[config.mk]
export PLATFORM = sky130hd
export DESIGN_NAME = addsub_flag_alu
export DESIGN_NICKNAME = d
export VERILOG_FILES = /design/src/rtl/addsub_alu_pkg.sv /design/src/rtl/alu_operand_prep.sv /design/src/rtl/alu_sum_core.sv /design/src/rtl/alu_flag_reg.sv /design/src/rtl/addsub_flag_alu.sv
export SDC_FILE = /design/constraint.sdc
export NUM_CORES = 1
export LEC_CHECK = 0
export BUFFER_PORTS_ARGS = -buffer_cell sky130_fd_sc_hd__buf_4
export CORE_MARGIN = 4
export CORE_UTILIZATION = 51
export DETAILED_ROUTE_END_ITERATION = 10
export PLACE_DENSITY = 0.83
export SYNTH_ARGS = -nofsm -noshare
export SYNTH_HDL_FRONTEND = slang
export SYNTH_SLANG_ARGS = --single-unit
[constraint.sdc]
create_clock -name clk_i -period 1.98 [get_ports clk_i]
set_input_delay 0.099 -clock clk_i [delete_from_list [all_inputs] [get_ports clk_i]]
set_output_delay 0.099 -clock clk_i [all_outputs]
set_load 0.05 [all_outputs]
[src/rtl/addsub_alu_pkg.sv]
package addsub_alu_pkg;
  typedef enum logic [1:0] {
    OP_ADD  = 2'b00,
    OP_SUB  = 2'b01,
    OP_CMP  = 2'b10,
    OP_NONE = 2'b11
  } alu_op_e;

  typedef struct packed {
    logic n;
    logic v;
    logic h;
    logic z;
    logic c;
  } alu_flags_t;
endpackage

[src/rtl/alu_operand_prep.sv]
module alu_operand_prep
  import addsub_alu_pkg::*;
#(
  parameter int DATA_W = 8
) (
  input  logic [1:0]        op_i,
  input  logic [DATA_W-1:0] b_i,
  input  logic              carry_i,
  output logic [DATA_W-1:0] b_eff_o,
  output logic              cin_eff_o,
  output logic              is_arith_o,
  output logic              is_cmp_o
);
  alu_op_e op;
  assign op = alu_op_e'(op_i);

  always_comb begin
    b_eff_o    = b_i;
    cin_eff_o  = carry_i;
    is_arith_o = 1'b0;
    is_cmp_o   = 1'b0;
    unique case (op)
      OP_ADD: is_arith_o = 1'b1;
      OP_SUB: begin
        b_eff_o    = ~b_i;
        is_arith_o = 1'b1;
      end
      OP_CMP: begin
        // a - b as a + ~b + 1, incoming carry ignored
        b_eff_o   = ~b_i;
        cin_eff_o = 1'b1;
        is_cmp_o  = 1'b1;
      end
      default: ;
    endcase
  end
endmodule

[src/rtl/alu_sum_core.sv]
module alu_sum_core #(
  parameter int DATA_W = 8
) (
  input  logic [DATA_W-1:0] a_i,
  input  logic [DATA_W-1:0] b_i,
  input  logic              cin_i,
  output logic [DATA_W-1:0] sum_o,
  output logic              cout_o,
  output logic              half_o,
  output logic              ovf_o
);
  localparam int LO_W = DATA_W / 2;
  localparam int HI_W = DATA_W - LO_W;

  logic [LO_W:0] lo_sum;
  logic [HI_W:0] hi_sum;

  // two-nibble chain exposes the half carry directly
  assign lo_sum = {1'b0, a_i[LO_W-1:0]} + {1'b0, b_i[LO_W-1:0]} + {{LO_W{1'b0}}, cin_i};
  assign hi_sum = {1'b0, a_i[DATA_W-1:LO_W]} + {1'b0, b_i[DATA_W-1:LO_W]}
                + {{HI_W{1'b0}}, lo_sum[LO_W]};

  assign sum_o  = {hi_sum[HI_W-1:0], lo_sum[LO_W-1:0]};
  assign cout_o = hi_sum[HI_W];
  assign half_o = lo_sum[LO_W];
  assign ovf_o  = (a_i[DATA_W-1] == b_i[DATA_W-1]) && (sum_o[DATA_W-1] != a_i[DATA_W-1]);
endmodule

[src/rtl/alu_flag_reg.sv]
module alu_flag_reg
  import addsub_alu_pkg::*;
#(
  parameter int DATA_W = 8
) (
  input  logic              clk_i,
  input  logic              rst_ni,
  input  logic              valid_i,
  input  logic              is_arith_i,
  input  logic              is_cmp_i,
  input  logic              clr_vh_i,
  input  logic [DATA_W-1:0] sum_i,
  input  logic              cout_i,
  input  logic              half_i,
  input  logic              ovf_i,
  output logic [DATA_W-1:0] res_o,
  output logic              res_we_o,
  output alu_flags_t        flags_o
);
  logic do_arith, do_cmp, sum_zero;

  assign do_arith = valid_i && is_arith_i;
  assign do_cmp   = valid_i && is_cmp_i;
  assign sum_zero = (sum_i == '0);

  always_ff @(posedge clk_i or negedge rst_ni) begin
    if (!rst_ni) begin
      res_o    <= '0;
      res_we_o <= 1'b0;
      flags_o  <= '0;
    end else begin
      res_we_o <= do_arith;
      if (do_arith) res_o <= sum_i;

      if (do_arith || do_cmp) begin
        flags_o.n <= sum_i[DATA_W-1];
        flags_o.z <= sum_zero;
        flags_o.c <= cout_i;
      end

      if (do_arith) begin
        flags_o.v <= ovf_i;
        flags_o.h <= half_i;
      end else if (clr_vh_i) begin
        flags_o.v <= 1'b0;
        flags_o.h <= 1'b0;
      end
    end
  end
endmodule

[src/rtl/addsub_flag_alu.sv]
module addsub_flag_alu
  import addsub_alu_pkg::*;
#(
  parameter int DATA_W = 8
) (
  input  logic              clk_i,
  input  logic              rst_ni,
  input  logic              op_valid_i,
  input  logic [1:0]        op_i,
  input  logic [DATA_W-1:0] a_i,
  input  logic [DATA_W-1:0] b_i,
  input  logic              carry_i,
  input  logic              clr_vh_i,
  output logic [DATA_W-1:0] res_o,
  output logic              res_we_o,
  output logic              n_o,
  output logic              v_o,
  output logic              h_o,
  output logic              z_o,
  output logic              c_o
);
  logic [DATA_W-1:0] b_eff, sum;
  logic              cin_eff, is_arith, is_cmp, cout, half, ovf;
  alu_flags_t        flags;

  alu_operand_prep #(.DATA_W(DATA_W)) u_prep (
    .op_i      (op_i),
    .b_i       (b_i),
    .carry_i   (carry_i),
    .b_eff_o   (b_eff),
    .cin_eff_o (cin_eff),
    .is_arith_o(is_arith),
    .is_cmp_o  (is_cmp)
  );

  alu_sum_core #(.DATA_W(DATA_W)) u_sum (
    .a_i   (a_i),
    .b_i   (b_eff),
    .cin_i (cin_eff),
    .sum_o (sum),
    .cout_o(cout),
    .half_o(half),
    .ovf_o (ovf)
  );

  alu_flag_reg #(.DATA_W(DATA_W)) u_flags (
    .clk_i     (clk_i),
    .rst_ni    (rst_ni),
    .valid_i   (op_valid_i),
    .is_arith_i(is_arith),
    .is_cmp_i  (is_cmp),
    .clr_vh_i  (clr_vh_i),
    .sum_i     (sum),
    .cout_i    (cout),
    .half_i    (half),
    .ovf_i     (ovf),
    .res_o     (res_o),
    .res_we_o  (res_we_o),
    .flags_o   (flags)
  );

  assign n_o = flags.n;
  assign v_o = flags.v;
  assign h_o = flags.h;
  assign z_o = flags.z;
  assign c_o = flags.c;
endmodule

# Word-level counts from Yosys, hierarchy flattened
# Index checks and enable logic that the tools add are counted.
# op_classes
n_addsub,4
n_eq_ne,4
n_mux,6
bitwise,1
n_reduce_logical,9
# ops
operator,count
$add A4 B4 Y5,2
$add A5 B1 Y5,2
$logic_not A8 Y1,1
$mux W8,1
$not A8 Y8,1
$mux W2,2
$reduce_or A2 Y1,2
$logic_and A1 B1 Y1,3
$mux W1,3
$eq A2 B1 Y1 const B,1
$eq A2 B2 Y1 const B,1
$logic_not A2 Y1,1
$reduce_bool A2 Y1,1
$eq A1 B1 Y1,1
$logic_or A1 B1 Y1,1
$ne A1 B1 Y1,1
# word_totals
register_bits,14
inputBits,23
elab_cells,31

# Depth between registers and ports, before layout
# Gate-level depths: netlist of run 1.
# logic_depth
ltp_word,9
ltp_mapped,16

# Hierarchy
# Synthesis of run 1 repeated with hierarchy kept, for this count alone.
# unflattened
hier_cells,94
area_unflattened_um2,1041.0
# by_module_without_submodules
mod,instances,cells_each,area_per_inst_um2
alu_flag_reg,1,39,576.8
alu_sum_core,1,39,325.3
alu_operand_prep,1,16,138.9

# Least setup slack after synthesis of run 1
# No wires, ideal clock.
# synth_path
path_kind,input -> register
from,input op_i[0]
to,register u_flags.flags_o[1] in the netlist's numbering
setup_ns,0.067
t_arrival_ns,3.072
required_time_ns,1.913
path_slack_ns,-1.159
stages,16
path_buffers,1
path_cell_list,inv_1 -> ha_1 -> buf_2 -> xnor2_1 -> fa_1 -> inv_1 -> fa_1 -> a21o_2 -> a21oi_1 -> fa_1 -> inv_1 -> fa_1 -> nor4bb_1 -> nand3_1 -> nor2_1 -> a32o_2
# synth_between
elab_chain_cells,7
elab_cells_between_ends,17
cone_classes,add/sub (4); eq/ne (2); mux (4); reduce/logical (7)
# synth_lines
element,line_no,text
start: declaration,addsub_flag_alu.sv:9,"input logic [1:0] op_i,"
$eq A2 B1 Y1 / $eq A2 B2 Y1 (equally long branches),alu_operand_prep.sv:22,unique case (op)
$reduce_or A2 Y1 (no source line),n/a,
$mux W8,n/a,
$add A4 B4 Y5,alu_sum_core.sv:19,"assign lo_sum = {1'b0, a_i[LO_W-1:0]} + {1'b0, b_i[LO_W-1:0]} + {{LO_W{1'b0}}, cin_i};"
$add A5 B1 Y5,alu_sum_core.sv:19,
$add A5 B1 Y5 *,alu_sum_core.sv:21,"+ {{HI_W{1'b0}}, lo_sum[LO_W]};"
named net sum[5],addsub_flag_alu.sv:22,"logic [DATA_W-1:0] b_eff, sum;"
$logic_not A8 Y1 *,alu_flag_reg.sv:24,assign sum_zero = (sum_i == '0);
end: declaration,alu_flag_reg.sv:18,output alu_flags_t flags_o
# The timed path passes the listed nets; every way through them passes the cells marked *.
# A chain may end at the register's enable or synchronous reset.

# Worst setup path after layout of run 1
# Same ends and word-level chain as after synthesis.

==> flow_summary.toml, run 1 <==
[timing]
grt_setup_unrepaired = "true"
finalSetupViolCount = 8
worst-slew-pin-transition_ps = 352
worst_clock_skew_ps = 0
timing.final.crit_period_ps = 2760
maxSlewViolCount = 0
timing.slew.headroom_pct = 76.5
worst_slack_ps = -776
hold_viol = 0
finalCritPeriodShare_pct = 139
fmax_mhz = 363

[logic_synthesis]
syn-instance-count = 87
synth_warnings = 0
ys_seq_elements = 14
number_of_unique_standard_cell_types_used_by_synthesis = 24
yosysTopAreaCell = "sky130_fd_sc_hd__dfrtp_1"
mapped_area_um2 = 942
syn-mean-instance-area_um2 = 10.8
synth.area.top_cells = "sky130_fd_sc_hd__dfrtp_1, sky130_fd_sc_hd__ha_1, sky130_fd_sc_hd__fa_1, sky130_fd_sc_hd__xor2_1, sky130_fd_sc_hd__xnor2_1"
synth_top_area_share_pct = 37.2
synthesis.nets = 123
sequential_area_share_after_synthesis_pct = 37.2
synth_common_cells = "sky130_fd_sc_hd__dfrtp_1, sky130_fd_sc_hd__ha_1, sky130_fd_sc_hd__nand2_1"
synth_flop_cell = "sky130_fd_sc_hd__dfrtp_1"
yosysMostFrequentCell = "sky130_fd_sc_hd__dfrtp_1"
synthArstFlopShare_pct = 100
synth-edff-count = 0

[job]
maxCapViolCount = 0

[min_path]
min_path_type = "in -> reg"

[detailed_routing]
num_vias = 904
postRouteWirelength_mm = 2.74
count_of_unresolved_drc_violations_after_routing = 0
route.antenna.remaining_nets = 0
first_iter_violations = 8
wire_per_inst_um = 16.0
routed_via_density = 5.29
drt_pre_antenna_iters = 4

[critical_path]
critical_path_required_ps = 2210
worstSetupStartpointType = "input pin"
path_class = "in -> reg"
endpoint_kind = "flop"
critPathMaxFanout = 2
cp.arrival_ps = 2980

[cts]
cts_made_buffers = 3
clock-sinks = 14
htreeDepth = 1
cts_tree = "yes"
worst_skew_pair.late_latency_ps = 280
clkSlewWorstSetupHoldPaths_ps = 90
ctsLongestPathBuffers = 2
clockRootBuffer = "sky130_fd_sc_hd__clkbuf_4"

[floorplan]
floorplan.io_pins = 37
die_h_um = 51.0
core_region_area_mm2 = 0.00175
die_area_mm2 = 0.00260
start_util_pct = 54.0
die_width_um = 51.0
placement_rows = 15

[final_layout]
fin_area_mm2 = 0.00156
final.fill_count = 80
antennaDiodeCount = 0
final_layout_size_suffix_gt1_share_pct = 59.6
areaGrowthSynthToFinish_pct = 65.3
num-nets-final = 183

[pwr]
power_density_normalized_to_cell_area_mw_per_mm2 = 1050
static-leakage-power_uw = 0.000785
vdd_ir_drop_max_mv = 0.565

[global_routing]
via_count_of_the_first_global_routing_pass = 936
track_usage_pct = 21.5
initial_antenna_violation_count = 0
wire_length_of_the_first_global_routing_pass_mm = 4.13
pin_count_of_the_biggest_net_entering_global_routing = 18
global_route.overflow_total = 0

[outcome]
status = "finished, violations left"
violations = "negative setup slack"

[place]
placed_cell_area_mm2 = 0.00143
place.gp.congestion = 0.794
placement.io_buffers = 36
dp.final_hpwl_mm = 2.03
dp_worst_setup_slack_ps = -1110
## report_power, final
group	leakage, µW	internal [µW]	switching [µW]
logic	0.000587	430	596
registers	0.000177	366	43.5
clock network	0.0000210	112	93.3
total	0.000785	907	732
## through the flow
step           cells  setup TNS (ps)  hold slack, ps  utilization (%)  total power (µW)
2_1_floorplan     87           -4140            -197                -               995
3_3_place_gp     163           -5260           -49.0             81.9              1320
3_5_place_dp     163           -6240           -46.2             81.9              1350
4_1_cts          171           -2980             104             87.2              1580
5_1_grt          171           -3940            93.8             89.2              1730
6_report         171           -3290            95.7             89.2              1640
## repair_timing
item / in CTS / in global routing
hold buffers: 1 / 0
pin swaps: 3 / 4
gates resized for setup: 7 / 7
endpoints found under the hold margin: 14 / 0
setup endpoints to repair: 8 / 8
setup buffers: 3 / 0
## registers in the layout, summed over array words and instances, names as in the netlist
register / flops
u_flags.flags_o: 5
u_flags.res_o: 8
u_flags.res_we_o: 1
## final cells by class
type | count | area (µm²) | share of cell area (%)
Tap cell | 25 | 31.3 | 2.01
Timing Repair Buffer | 57 | 454 | 29.2
Sequential cell | 14 | 350 | 22.5
Inverter | 7 | 46.3 | 2.97
Multi-Input combinational cell | 64 | 639 | 41.0
Clock buffer | 4 | 36.3 | 2.33
## cell usage in the layout (no fill, tap or decap), types with 2 or more instances in the layout
master,synthesis,layout
sky130_fd_sc_hd__nand2_1,9,8
sky130_fd_sc_hd__nand3b_1,3,3
sky130_fd_sc_hd__inv_1,7,3
sky130_fd_sc_hd__mux2_2,2,2
sky130_fd_sc_hd__xnor2_1,6,3
sky130_fd_sc_hd__o21ai_0,7,4
sky130_fd_sc_hd__xor2_1,7,7
sky130_fd_sc_hd__ha_1,9,8
sky130_fd_sc_hd__buf_4,1,53
sky130_fd_sc_hd__o21ai_1,2,2
sky130_fd_sc_hd__dfrtp_1,14,14
sky130_fd_sc_hd__a21o_1,2,2
sky130_fd_sc_hd__a21oi_2,0,2
sky130_fd_sc_hd__inv_2,0,2
sky130_fd_sc_hd__xnor2_2,0,2
sky130_fd_sc_hd__clkbuf_4,0,3
sky130_fd_sc_hd__fa_2,0,4
sky130_fd_sc_hd__o21ai_2,1,4
## worst max-delay path, cell delays in order
cell	delay (ps)
sky130_fd_sc_hd__buf_12	90
sky130_fd_sc_hd__inv_12	30
sky130_fd_sc_hd__ha_4	280
sky130_fd_sc_hd__xnor2_4	110
sky130_fd_sc_hd__fa_2	220
sky130_fd_sc_hd__inv_2	50
sky130_fd_sc_hd__fa_2	340
sky130_fd_sc_hd__a21o_2	230
sky130_fd_sc_hd__a21oi_2	170
sky130_fd_sc_hd__fa_2	230
sky130_fd_sc_hd__inv_2	40
sky130_fd_sc_hd__fa_2	440
sky130_fd_sc_hd__nor4bb_2	270
sky130_fd_sc_hd__nand3_1	100
sky130_fd_sc_hd__nor2_1	110
sky130_fd_sc_hd__a32o_2	170
## final timing paths
kind	cells past startpoint	slack (ps)	startpoint	to
setup reg to reg	1	1220	u_flags.res_o[5]	u_flags.res_o[5]
max in group asynchronous	2	1620	rst_ni	u_flags.res_o[5]
hold reg to reg	2	490	u_flags.res_o[0]	u_flags.res_o[0]
setup / recovery	16	-780	op_i[0]	u_flags.flags_o[1]
min in group asynchronous	2	200	rst_ni	u_flags.res_o[6]
hold / removal	3	100	clr_vh_i	u_flags.flags_o[3]
## metal layers
layer  GRT usage [%]  vias to the layer above  wire length (µm)
met5               0                        -                 0
met4            8.52                        0                94
met3            2.92                       11               144
met2            43.1                       39              1540
met1            21.6                      438               956
li1                -                      416                 -
## cell families (layout without fill, tap and decap cells)
| family | after synthesis | after routing | synth area share, % |
|---|---|---|---|
| AOI/OAI and AO/OA | 20 | 20 | 15.4 |
| xor gates and xnor gates | 13 | 13 | 12.1 |
| buffers and inverters | 9 | 68 | 4.12 |
| adders and majority gates | 13 | 13 | 20.5 |
| muxes | 2 | 2 | 2.39 |
| DFF | 14 | 14 | 37.2 |
| and+or+nand+nor | 16 | 16 | 8.37 |
No activity file was read; power rests on OpenSTA's default activity.
==> run 2: changes to the inputs <==
Settings changed: CORE_UTILIZATION 51 to 47, CTS_BUF_LIST set to sky130_fd_sc_hd__clkbuf_4 sky130_fd_sc_hd__clkbuf_8 sky130_fd_sc_hd__clkbuf_16, PLACE_DENSITY 0.83 to 0.78, REMOVE_ABC_BUFFERS set to 1.
Clock period 1.98 ns to 2.7 ns, I/O delays scaled along.
==> run 2 against run 1 <==
The run still ends with negative setup slack left; largest power group unchanged; die area up 7.1%; register-to-register slack better by 730 ps; count of clock-buffer cells in the layout unchanged; routed wire length down 6.6%.
==> flow_summary.toml, run 2 (same netlist as run 1, synthesis figures left out) <==
[final_layout]
areaGrowthSynthToFinish_pct = 58.8
sequential_cell_area_in_the_final_layout_um2 = 350
most_common_library_cell_in_the_layout_ignoring_fill_and_taps = "sky130_fd_sc_hd__buf_4"
multi_input_area_um2 = 633
top_register = "u_flags.res_o"
largest_register_ffs = 8
num-nets-final = 179
antennaDiodeCount = 0
layout.cells.most_common_list = "sky130_fd_sc_hd__buf_4, sky130_fd_sc_hd__dfrtp_1, sky130_fd_sc_hd__nand2_1, sky130_fd_sc_hd__ha_1, sky130_fd_sc_hd__o21ai_0"
reg_top3 = "u_flags.res_o x8, u_flags.flags_o x5, u_flags.res_we_o x1"
final_layout_size_suffix_gt1_share_pct = 54.2
finish.cell_count_without_fillers = 167
final.fill_count = 97

[detailed_routing]
first_iter_violations = 5
route.antenna.remaining_nets = 0
postRouteWirelength_mm = 2.56
count_of_unresolved_drc_violations_after_routing = 0
wire_per_inst_um = 15.3
drt_pre_antenna_iters = 4
routed_via_density = 5.08
num_vias = 849

[critical_path]
r2r_end = "u_flags.res_o[1]"
endpoint_kind = "flop"
worstSetupStartpointType = "input pin"
critical_path.reg2reg.startpoint = "u_flags.res_o[1]"
critPathSlowestCell = "sky130_fd_sc_hd__fa_2"
timing.critical_path.cells = "buf_6 -> inv_4 -> ha_4 -> xnor2_4 -> fa_2 -> inv_2 -> fa_2 -> a21o_4 -> a21oi_4 -> fa_2 -> inv_2 -> fa_2 -> nor4bb_2 -> nand3_1 -> nor2_1 -> a32o_2"
critical_path_required_ps = 2930
worst-r2r-setup-slack_ps = 1950
critPathMaxFanout = 2
worst_path_largest_cell_delay_ps = 430
path_class = "in -> reg"
critical_path.most_common_cell = "sky130_fd_sc_hd__fa_2"
crit_family = "adder cells"
crit_buf_inv = 4
cp.arrival_ps = 3100
r2r.worst_path.cells = 1

[cts]
cts_tree = "yes"
htreeDepth = 1
worst_skew_pair.late_latency_ps = 280
ctsLongestPathBuffers = 2
clkSlewWorstSetupHoldPaths_ps = 80
clockRootBuffer = "sky130_fd_sc_hd__clkbuf_4"
clock-sinks = 14
cts_made_buffers = 3

[timing]
worst-slew-pin-transition_ps = 466
final.setup.tns_ps = -172
finalSetupViolCount = 1
worst_clock_skew_ps = 0
timing.final.crit_period_ps = 2870
grt_setup_unrepaired = "true"
timing.slew.headroom_pct = 69.0
finalCritPeriodShare_pct = 106
hold_viol = 0
maxSlewViolCount = 0
fmax_mhz = 348
worst_slack_ps = -172
finalHoldWorstSlack_ps = 129

[min_path]
hold_start = "clr_vh_i"
timing.hold.worst_endpoint = "u_flags.flags_o[3]"
min_path_type = "in -> reg"
worstHoldPathCells = 3

[pwr]
static-leakage-power_uw = 0.000749
power_density_normalized_to_cell_area_mw_per_mm2 = 764
vdd_ir_drop_max_mv = 0.465

[floorplan]
core_region_area_mm2 = 0.00182
die_h_um = 52.8
placement_rows = 15
die_width_um = 52.8
floorplan.io_pins = 37
start_util_pct = 51.8
die_area_mm2 = 0.00278

[place]
placement.io_buffers = 36
dp.final_hpwl_mm = 1.81
post-place-cells = 157
place.gp.congestion = 0.753

[job]
maxCapViolCount = 0

[global_routing]
initial_antenna_violation_count = 0
global_route.overflow_total = 0
track_usage_pct = 19.9
wire_length_of_the_first_global_routing_pass_mm = 3.93
pin_count_of_the_biggest_net_entering_global_routing = 15
via_count_of_the_first_global_routing_pass = 886

[outcome]
violations = "negative setup slack"
status = "finished, violations left"
[run 2: changes by cell type in the layout (fill, tap and decap cells not counted), sizes merged]
cell  change
buf       -4
[run 2: layout make-up]
class / count / share of cell area (%)
flip-flops and latches: 14 / 23.4
inverters: 7 / 2.26
repair buffers: 53 / 27.5
well taps: 25 / 2.09
clock buffers: 4 / 2.42
multi-input cells: 64 / 42.3
[run 2: worst max-delay path by stage]
| stage | slack (ps) | end | from | cells after the start |
|---|---|---|---|---|
| after detailed placement | -640 | u_flags.flags_o[1] | op_i[0] | 16 |
| after floorplan | -490 | u_flags.flags_o[1] | op_i[0] | 15 |
| final | -170 | u_flags.flags_o[1] | op_i[0] | 16 |
| after CTS | -150 | u_flags.flags_o[1] | op_i[0] | 16 |
| after global routing | -310 | u_flags.flags_o[1] | op_i[0] | 16 |
| after global placement | -530 | u_flags.flags_o[1] | op_i[0] | 16 |
[run 2: routing by layer]
layer	share of wire, %	vias to the layer above	track usage (%)
met1	36	405	21.0
li1	-	403	-
met4	5.4	0	14.5
met5	0	-	0
met3	4.0	10	2.28
met2	55	31	35.7
[run 2: stage by stage]
step | setup WS (ps) | cell area [µm²] | power, µW | util [%]
2_1_floorplan | -490 | 930 | 695 | -
3_3_place_gp | -527 | 1310 | 901 | 72.2
3_5_place_dp | -637 | 1310 | 920 | 72.2
4_1_cts | -151 | 1410 | 1090 | 77.5
5_1_grt | -308 | 1500 | 1210 | 82.2
6_report | -172 | 1500 | 1140 | 82.2
[run 2: repair_timing]
item | 4_1_cts | 5_1_grt
setup endpoints to repair | 4 | 3
gates resized for setup | 9 | 14
hold buffers | 1 | 0
setup buffers | 2 | 3
endpoints found under the hold margin | 14 | 0
pin swaps | 3 | 11
[run 2: where the power goes]
group	leakage [µW]	internal (µW)	total, µW	switching [µW]
sequential	0.000177	268	300	31.5
clock	0.0000210	82.2	151	69.0
combinational	0.000551	283	693	410
